`src/rtl/sms_pkg.sv`:
```
package sms_pkg;
  typedef enum logic [1:0] {
    ST_IDLE = 2'd0,
    ST_PICK = 2'd1,
    ST_REQ  = 2'd2,
    ST_DATA = 2'd3
  } sms_state_t;
endpackage

```
`src/rtl/sms_fifo.sv`:
```
module sms_fifo #(
  parameter int DATA_W = 64,
  parameter int DEPTH  = 8,
  parameter int BURST  = 4
) (
  input  logic              clk,
  input  logic              rst_n,
  input  logic              push_i,
  input  logic [DATA_W-1:0] din_i,
  input  logic              ready_i,
  output logic              valid_o,
  output logic [DATA_W-1:0] dout_o,
  output logic              room_o
);
  localparam int AW = (DEPTH > 1) ? $clog2(DEPTH) : 1;
  localparam int CW = AW + 1;

  logic [DATA_W-1:0] mem_q [DEPTH];
  logic [AW-1:0]     wp_q, wp_d, rp_q, rp_d;
  logic [CW-1:0]     cnt_q, cnt_d;
  logic              wr_en, rd_en;

  assign valid_o = (cnt_q != '0);
  assign rd_en   = valid_o & ready_i;
  assign wr_en   = push_i & (cnt_q != CW'(DEPTH));
  assign room_o  = (int'(cnt_q) <= DEPTH - BURST);
  assign dout_o  = mem_q[rp_q];

  always_comb begin
    wp_d  = wp_q;
    rp_d  = rp_q;
    cnt_d = cnt_q;
    if (wr_en) wp_d = (int'(wp_q) == DEPTH - 1) ? '0 : wp_q + 1'b1;
    if (rd_en) rp_d = (int'(rp_q) == DEPTH - 1) ? '0 : rp_q + 1'b1;
    if (wr_en && !rd_en) cnt_d = cnt_q + 1'b1;
    else if (rd_en && !wr_en) cnt_d = cnt_q - 1'b1;
  end

  always_ff @(posedge clk or negedge rst_n) begin
    if (!rst_n) begin
      wp_q  <= '0;
      rp_q  <= '0;
      cnt_q <= '0;
    end else begin
      wp_q  <= wp_d;
      rp_q  <= rp_d;
      cnt_q <= cnt_d;
    end
  end

  always_ff @(posedge clk) begin
    if (wr_en) mem_q[wp_q] <= din_i;
  end


  no_overflow_chk: assert property (@(posedge clk) disable iff (!rst_n)
    push_i |-> (cnt_q != CW'(DEPTH)));
endmodule

```
`src/rtl/sms_tbl.sv`:
```
module sms_tbl #(
  parameter int NUM_ENG = 3,
  parameter int NUM_SG  = 2,
  parameter int SLOT_W  = 4,
  parameter int SIZE_W  = 16,
  parameter int ADDR_W  = 16,
  parameter int ENG_W   = 2,
  parameter int SGI_W   = 2
) (
  input  logic [NUM_ENG*NUM_SG-1:0][SLOT_W-1:0] cfg_slots,
  input  logic [NUM_ENG*NUM_SG-1:0][SIZE_W-1:0] cfg_size,
  input  logic [NUM_ENG*NUM_SG-1:0][ADDR_W-1:0] cfg_base,
  input  logic [ENG_W-1:0]                      eng_i,
  input  logic [SGI_W-1:0]                      sg_i,
  output logic [SLOT_W-1:0]                     cur_slots_o,
  output logic [SIZE_W-1:0]                     nxt_size_o,
  output logic [ADDR_W-1:0]                     nxt_base_o,
  output logic                                  has_next_o
);
  always_comb begin
    int ei, si, ci, ni;
    ei = (int'(eng_i) < NUM_ENG) ? int'(eng_i) : 0;
    si = (int'(sg_i) < NUM_SG) ? int'(sg_i) : NUM_SG - 1;
    ci = ei * NUM_SG + si;
    has_next_o  = (int'(sg_i) + 1 < NUM_SG);
    ni = has_next_o ? ci + 1 : ci;
    cur_slots_o = cfg_slots[ci];
    nxt_size_o  = cfg_size[ni];
    nxt_base_o  = cfg_base[ni];
  end
endmodule

```
`src/rtl/sms_ctrl.sv`:
```
module sms_ctrl
  import sms_pkg::*;
#(
  parameter int NUM_ENG = 3,
  parameter int NUM_SG  = 2,
  parameter int BURST   = 4,
  parameter int SLOT_W  = 4,
  parameter int SIZE_W  = 16,
  parameter int ADDR_W  = 16,
  parameter int LEN_W   = 3
) (
  input  logic                                  clk,
  input  logic                                  rst_n,
  input  logic                                  start,
  input  logic [NUM_ENG*NUM_SG-1:0][SLOT_W-1:0] cfg_slots,
  input  logic [NUM_ENG*NUM_SG-1:0][SIZE_W-1:0] cfg_size,
  input  logic [NUM_ENG*NUM_SG-1:0][ADDR_W-1:0] cfg_base,
  input  logic [NUM_ENG-1:0]                    room_i,
  output logic                                  req_valid,
  input  logic                                  req_ready,
  output logic [ADDR_W-1:0]                     req_addr,
  output logic [LEN_W-1:0]                      req_len,
  input  logic                                  rd_valid,
  output logic [NUM_ENG-1:0]                    push_o,
  output logic                                  done
);
  localparam int ENG_W = (NUM_ENG > 1) ? $clog2(NUM_ENG) : 1;
  localparam int SGI_W = $clog2(NUM_SG + 1);

  sms_state_t      st_q, st_d;
  logic [ENG_W-1:0]  eng_q, eng_d, eng_nxt;
  logic [SLOT_W-1:0] used_q, used_d;
  logic [LEN_W-1:0]  len_q, len_d, beat_q, beat_d;
  logic              done_q, done_d;
  logic [SGI_W-1:0]  sg_q   [NUM_ENG];
  logic [SGI_W-1:0]  sg_d   [NUM_ENG];
  logic [SIZE_W-1:0] rem_q  [NUM_ENG];
  logic [SIZE_W-1:0] rem_d  [NUM_ENG];
  logic [ADDR_W-1:0] ptr_q  [NUM_ENG];
  logic [ADDR_W-1:0] ptr_d  [NUM_ENG];
  logic [NUM_ENG-1:0] fin;
  logic [SGI_W-1:0]  cur_sg;
  logic [SIZE_W-1:0] cur_rem;
  logic [SLOT_W-1:0] t_slots;
  logic [SIZE_W-1:0] t_size;
  logic [ADDR_W-1:0] t_base;
  logic              t_next;

  sms_tbl #(
    .NUM_ENG(NUM_ENG), .NUM_SG(NUM_SG), .SLOT_W(SLOT_W), .SIZE_W(SIZE_W),
    .ADDR_W(ADDR_W), .ENG_W(ENG_W), .SGI_W(SGI_W)
  ) i_tbl (
    .cfg_slots(cfg_slots), .cfg_size(cfg_size), .cfg_base(cfg_base),
    .eng_i(eng_q), .sg_i(cur_sg), .cur_slots_o(t_slots),
    .nxt_size_o(t_size), .nxt_base_o(t_base), .has_next_o(t_next)
  );

  genvar g;
  generate
    for (g = 0; g < NUM_ENG; g++) begin : g_eng
      assign fin[g]    = (int'(sg_q[g]) == NUM_SG);
      assign push_o[g] = (st_q == ST_DATA) && rd_valid && (int'(eng_q) == g);
    end
  endgenerate

  assign cur_sg    = sg_q[eng_q];
  assign cur_rem   = rem_q[eng_q];
  assign eng_nxt   = (int'(eng_q) == NUM_ENG - 1) ? '0 : eng_q + 1'b1;
  assign req_valid = (st_q == ST_REQ);
  assign req_addr  = ptr_q[eng_q];
  assign req_len   = len_q;
  assign done      = done_q;

  always_comb begin
    st_d   = st_q;
    eng_d  = eng_q;
    used_d = used_q;
    len_d  = len_q;
    beat_d = beat_q;
    done_d = done_q;
    sg_d   = sg_q;
    rem_d  = rem_q;
    ptr_d  = ptr_q;
    case (st_q)
      ST_IDLE: begin
        if (start) begin
          for (int e = 0; e < NUM_ENG; e++) begin
            sg_d[e]  = '0;
            rem_d[e] = cfg_size[e*NUM_SG];
            ptr_d[e] = cfg_base[e*NUM_SG];
          end
          eng_d  = '0;
          used_d = '0;
          done_d = 1'b0;
          st_d   = ST_PICK;
        end
      end
      ST_PICK: begin
        if (&fin) begin
          done_d = 1'b1;
          st_d   = ST_IDLE;
        end else if (!fin[eng_q] && room_i[eng_q]) begin
          len_d = (int'(cur_rem) < BURST) ? LEN_W'(cur_rem) : LEN_W'(BURST);
          st_d  = ST_REQ;
        end else begin
          eng_d  = eng_nxt;
          used_d = '0;
        end
      end
      ST_REQ: begin
        if (req_ready) begin
          beat_d = '0;
          st_d   = ST_DATA;
        end
      end
      default: begin
        if (rd_valid) begin
          beat_d = beat_q + 1'b1;
          if (beat_q == len_q - 1'b1) begin
            st_d          = ST_PICK;
            ptr_d[eng_q]  = ptr_q[eng_q] + ADDR_W'(len_q);
            rem_d[eng_q]  = cur_rem - SIZE_W'(len_q);
            if (cur_rem == SIZE_W'(len_q)) begin
              sg_d[eng_q] = cur_sg + 1'b1;
              if (t_next) begin
                rem_d[eng_q] = t_size;
                ptr_d[eng_q] = t_base;
              end
              eng_d  = eng_nxt;
              used_d = '0;
            end else if (used_q + 1'b1 == t_slots) begin
              eng_d  = eng_nxt;
              used_d = '0;
            end else begin
              used_d = used_q + 1'b1;
            end
          end
        end
      end
    endcase
  end

  always_ff @(posedge clk or negedge rst_n) begin
    if (!rst_n) begin
      st_q   <= ST_IDLE;
      eng_q  <= '0;
      used_q <= '0;
      len_q  <= '0;
      beat_q <= '0;
      done_q <= 1'b0;
      for (int e = 0; e < NUM_ENG; e++) begin
        sg_q[e]  <= SGI_W'(NUM_SG);
        rem_q[e] <= '0;
        ptr_q[e] <= '0;
      end
    end else begin
      st_q   <= st_d;
      eng_q  <= eng_d;
      used_q <= used_d;
      len_q  <= len_d;
      beat_q <= beat_d;
      done_q <= done_d;
      sg_q   <= sg_d;
      rem_q  <= rem_d;
      ptr_q  <= ptr_d;
    end
  end


  req_len_chk: assert property (@(posedge clk) disable iff (!rst_n)
    req_valid |-> ((req_len != '0) && (int'(req_len) <= BURST)));

  req_stable_chk: assert property (@(posedge clk) disable iff (!rst_n)
    (req_valid && !req_ready) |=> (req_valid && $stable(req_addr) && $stable(req_len)));

  done_quiet_chk: assert property (@(posedge clk) disable iff (!rst_n)
    done |-> !req_valid);

  fin_no_grant_chk: assert property (@(posedge clk) disable iff (!rst_n)
    req_valid |-> !fin[eng_q]);
endmodule

```
`src/rtl/slot_mem_sched.sv`:
```
module slot_mem_sched #(
  parameter int NUM_ENG = 3,
  parameter int NUM_SG  = 2,
  parameter int BURST   = 4,
  parameter int DEPTH   = 8,
  parameter int DATA_W  = 64,
  parameter int SLOT_W  = 4,
  parameter int SIZE_W  = 16,
  parameter int ADDR_W  = 16,
  parameter int LEN_W   = $clog2(BURST + 1)
) (
  input  logic                                  clk,
  input  logic                                  rst_n,
  input  logic                                  start,
  input  logic [NUM_ENG*NUM_SG-1:0][SLOT_W-1:0] cfg_slots,
  input  logic [NUM_ENG*NUM_SG-1:0][SIZE_W-1:0] cfg_size,
  input  logic [NUM_ENG*NUM_SG-1:0][ADDR_W-1:0] cfg_base,
  output logic                                  req_valid,
  input  logic                                  req_ready,
  output logic [ADDR_W-1:0]                     req_addr,
  output logic [LEN_W-1:0]                      req_len,
  input  logic                                  rd_valid,
  input  logic [DATA_W-1:0]                     rd_data,
  output logic [NUM_ENG-1:0]                    out_valid,
  input  logic [NUM_ENG-1:0]                    out_ready,
  output logic [NUM_ENG*DATA_W-1:0]             out_data,
  output logic                                  done
);
  logic [1:0]         rst_sync_q;
  logic               rst_s;
  logic [NUM_ENG-1:0] push, room;

  always_ff @(posedge clk or negedge rst_n) begin
    if (!rst_n) rst_sync_q <= 2'b00;
    else        rst_sync_q <= {rst_sync_q[0], 1'b1};
  end
  assign rst_s = rst_sync_q[1];

  sms_ctrl #(
    .NUM_ENG(NUM_ENG), .NUM_SG(NUM_SG), .BURST(BURST), .SLOT_W(SLOT_W),
    .SIZE_W(SIZE_W), .ADDR_W(ADDR_W), .LEN_W(LEN_W)
  ) i_ctrl (
    .clk(clk), .rst_n(rst_s), .start(start),
    .cfg_slots(cfg_slots), .cfg_size(cfg_size), .cfg_base(cfg_base),
    .room_i(room), .req_valid(req_valid), .req_ready(req_ready),
    .req_addr(req_addr), .req_len(req_len), .rd_valid(rd_valid),
    .push_o(push), .done(done)
  );

  genvar g;
  generate
    for (g = 0; g < NUM_ENG; g++) begin : g_fifo
      sms_fifo #(.DATA_W(DATA_W), .DEPTH(DEPTH), .BURST(BURST)) i_fifo (
        .clk(clk), .rst_n(rst_s), .push_i(push[g]), .din_i(rd_data),
        .ready_i(out_ready[g]), .valid_o(out_valid[g]),
        .dout_o(out_data[g*DATA_W +: DATA_W]), .room_o(room[g])
      );
    end
  endgenerate
endmodule

```
`config.mk`:
```
export PLATFORM = sky130hd
export DESIGN_NAME = slot_mem_sched
export DESIGN_NICKNAME = d
export VERILOG_FILES = /design/src/rtl/sms_pkg.sv /design/src/rtl/sms_fifo.sv /design/src/rtl/sms_tbl.sv /design/src/rtl/sms_ctrl.sv /design/src/rtl/slot_mem_sched.sv
export SDC_FILE = /design/constraint.sdc
export NUM_CORES = 2
export LEC_CHECK = 0
export BUFFER_PORTS_ARGS = -buffer_cell sky130_fd_sc_hd__buf_2
export CAP_MARGIN = 20
export CORE_AREA = 4 4 341 343
export DETAILED_ROUTE_END_ITERATION = 7
export DIE_AREA = 0 0 345 347
export PLACE_DENSITY = 0.87
export SLEW_MARGIN = 20
export SYNTH_ARGS = -nofsm -noshare
export SYNTH_HDL_FRONTEND = slang
export SYNTH_SLANG_ARGS = --single-unit
export TNS_END_PERCENT = 50
```
`constraint.sdc`:
```
create_clock -name clk -period 5.4 [get_ports clk]
set_input_delay 0.27 -clock clk [delete_from_list [all_inputs] [get_ports clk]]
set_output_delay 0.27 -clock clk [all_outputs]
set_load 0.01 [all_outputs]
```
==> results.toml <==
[run_status]
outcome = "finished clean"

[route]
wl_per_cell_um = 34.2
drt_first_pass_iters = 5
final_antenna_net_count = 0
viasPerCell = 6.70
wl_met3_mm = 21.7
vias = 38800
routedLengthMet1_mm = 65.6
wl_met2_mm = 99.3
drt_drc_violations_left = 0
first_iter_violations = 5122
topRoutingLayerUsed = "met5"
drt_wl_total_mm = 198

[placement]
pre_cts_ws_ns = 1.41
gp_congestion = 0.982
post-dp-hpwl_mm = 109
portBuffers = 503

[worst_setup_path]
critPathMaxStageDelay_ns = 0.74
start_kind = "flip-flop"
crit_chain = "buf_4, mux2i_1, nor2_1, a21oi_1, inv_1, ha_1, a21o_1, a21oi_1, nor3_1, nand4_1, xnor2_1, nand2_1, a31oi_1, dlygate4sd3_1"
arrival_ns = 5.35
crit_top_cell = "a21oi_1"
cp_top_family = "simple AND/OR/NAND/NOR gates"
critPathMaxFanout = 34
critical_path.slowest_cell = "nor3_1"
critPathBufInv = 3
worstSetupPathType = "reg2reg"
cp-end-kind = "flip-flop"
cp_data_required_time_ns = 6.10

[pwr]
p_switching_w = 0.0137
pwr-share-comb_pct = 34.4
ir_worst_vdd_uv = 445
seqPwrFrac_pct = 39.0
p_leak_nw = 26.9
power.internal_w = 0.0273
clkPwrFrac_pct = 26.7
switching_share_pct = 33.4
p_per_area_mw_per_mm2 = 515

[synth]
ys_seq_area_share_pct = 73.6
post_synth_instance_area_mm2 = 0.0677
yosysMostFrequentCell = "edfxtp_1"
synth_common_cells = "1536 x edfxtp_1, 384 x mux4_2, 208 x mux2_2"
synth_edf_count = 1536
ys_warn_count = 0
synth_top_area_share_pct = 68.1
synth_cell_types = 76
yosys.area.top_type = "edfxtp_1"
synth_area_leaders = "edfxtp_1 68%, mux4_2 13%, dfrtp_1 5.4%"
synthesis.nets = 3689
syn_inst = 3360
synth_async_sr_flop_share_pct = 8.84
synth-seq-cells = 1685
avgSynthCellArea_um2 = 20.2
synth_ff_type = "edfxtp_1"

[clock_tree]
insertion_delay_ns = 0.78
clock_path_buffers = 3
h-tree-depth = 4
numCtsBuffers = 160
cts.sinks = 1685
path_clk_slew_ns = 0.06
cts_root_buf = "clkbuf_16"
cts_resized = 0
cts_tree = "built"

[global_route]
grt_usage_pct = 33.3
antenna_found_initial = 10
grt_pass1_vias = 40100
grt.overflow.total = 0
grt_pass1_wl_mm = 289
grt_max_degree = 93

[timing]
drv_slew = 0
finalSetupViolations = 0
fin_crit_ns = 4.65
fmax_ghz = 0.215
clock_skew_ns = 0.0248
slew-limit-headroom_pct = 24.9
hold_viol = 0
rsz0062_at_grt = "no"
hold_ws_ns = 0.0478
layout_setup_ws_ns = 0.750
finalCritPeriodShare_pct = 86.1
worstMarginPinSlew_ns = 1.12

[floorplan]
die_area_mm2 = 0.120
die_height_um = 347
io_pins = 504
floorplan.rows = 124
core_region_area_mm2 = 0.114
start_util_pct = 59.6
fp.dieW_um = 345

[final_layout]
nNetsFinal = 4463
drive_gt1_share_pct = 34.1
synthToLayoutAreaGrowth_pct = 17.7

[min_path]
hold_path.class = "in2reg"

[run]
cap_violations = 0
-- tightest hold or removal path, stage by stage --
cell and delay, ns:
buf_2 0.08, a211oi_1 0.07, a21oi_1 0.11, a21oi_1 0.09, o21ai_0 0.16
-- state kept, by name (all words and copies together) (netlist names), 4 cells and up --
| signal | cells |
|---|---|
| g_fifo.i_fifo.cnt_q | 12 |
| g_fifo.i_fifo.mem_q | 1536 |
| g_fifo.i_fifo.rp_q | 9 |
| g_fifo.i_fifo.wp_q | 9 |
| i_ctrl.ptr_q | 48 |
| i_ctrl.rem_q | 48 |
| i_ctrl.sg_q | 6 |
| i_ctrl.used_q | 4 |
-- cell type report --
class	count	area, µm²
flip-flops and latches	1685	49900
fillers	6511	33900
multi-input cells	1455	17100
repair buffers	803	5640
clock buffers	204	4240
well taps	1512	1890
clock inverters	91	733
inverters	29	109
diodes	8	20.0
-- kinds of logic (layout without fill, tap and decap cells) --
family          count (synthesis)  in the layout  share of synthesized area [%]
flops                        1685           1685                           73.6
mux                           680            680                           17.6
compound gates                404            404                           3.88
simple gates                  290            290                           2.23
buf+inv                       220           1127                           1.37
fa+ha+maj                      41             41                          0.813
xor+xnor                       39             39                          0.527
other cells                     1              9                        0.00554
-- through the flow --
stage / std cells / util, % / TNS [ns] / area (µm²) / total power, W
final: 5787 / 70.2 / 0 / 79700 / 0.0410
after global routing: 5782 / 70.1 / 0 / 79700 / 0.0426
after CTS: 5779 / 70.1 / 0 / 79700 / 0.0410
after detailed placement: 5270 / 63.9 / 0 / 72500 / 0.0295
after global placement: 5270 / 63.9 / 0 / 72500 / 0.0292
after floorplan: 3360 / - / -646.58 / 67700 / 0.0246
-- what timing repair did --
action                                  CTS  global route
setup buffers                             0             0
endpoints found under the hold margin  1643             0
hold buffers                            214             0
-- routing by layer --
layer  vias to the layer above  track usage, %
li1                      15400               -
met1                     19800            42.1
met2                      3016            55.3
met3                       506            7.28
met4                         2            16.4
met5                         -               0
-- power groups by stage --
stage / clock network, W / registers [W] / logic (W)
2_1_floorplan: 0 / 0.0154 / 0.00915
3_3_place_gp: 0 / 0.0162 / 0.0130
3_5_place_dp: 0 / 0.0162 / 0.0133
6_report: 0.0109 / 0.0160 / 0.0141
5_1_grt: 0.0116 / 0.0161 / 0.0149
4_1_cts: 0.0110 / 0.0160 / 0.0140
-- worst paths after layout --
kind,from,end,depth (start not counted),slack [ns]
max in group asynchronous,rst_sync_q[1]$_DFF_PN0_,i_ctrl.ptr_q[8]$_DFFE_PN0P_,1,3.59
worst min register to register,rst_sync_q[0]$_DFF_PN0_,rst_sync_q[1]$_DFF_PN0_,0,0.38
worst min-delay path,cfg_size[52],i_ctrl.rem_q[36]$_DFFE_PN0P_,5,0.05
min in group asynchronous,rst_n,rst_sync_q[0]$_DFF_PN0_,3,0.38
worst max-delay path,i_ctrl.eng_q[0]$_DFFE_PN0P_,i_ctrl.ptr_q[15]$_DFFE_PN0P_,14,0.75
worst max register to register,i_ctrl.eng_q[0]$_DFFE_PN0P_,i_ctrl.ptr_q[15]$_DFFE_PN0P_,14,0.75
-- cell usage in the layout (no fill, tap or decap), drive strengths merged, types with 6 or more instances in the layout --
cell type | synthesis | layout
a22o | 6 | 6
o2bb2ai | 16 | 16
mux2i | 87 | 87
nand3b | 7 | 7
a32oi | 16 | 16
nor3b | 6 | 6
o22ai | 48 | 48
a211oi | 26 | 26
a31oi | 31 | 31
xnor2 | 29 | 29
mux2 | 209 | 209
buf | 95 | 589
dfrtp | 146 | 146
edfxtp | 1536 | 1536
nor2 | 47 | 47
ha | 36 | 36
a21o | 8 | 8
nor3 | 27 | 27
and2 | 7 | 7
o21ai | 84 | 84
xor2 | 9 | 9
clkbuf | 96 | 204
diode | 0 | 8
a2bb2oi | 10 | 10
and3 | 8 | 8
bufinv | 0 | 9
nand2 | 92 | 92
nand2b | 19 | 19
nor2b | 28 | 28
a22oi | 28 | 28
mux4 | 384 | 384
a21oi | 90 | 90
nand3 | 16 | 16
o31ai | 7 | 7
clkinv | 0 | 68
dlygate4sd3 | 0 | 214
inv | 29 | 39
Note: power is estimated with default switching activity, not from simulation.
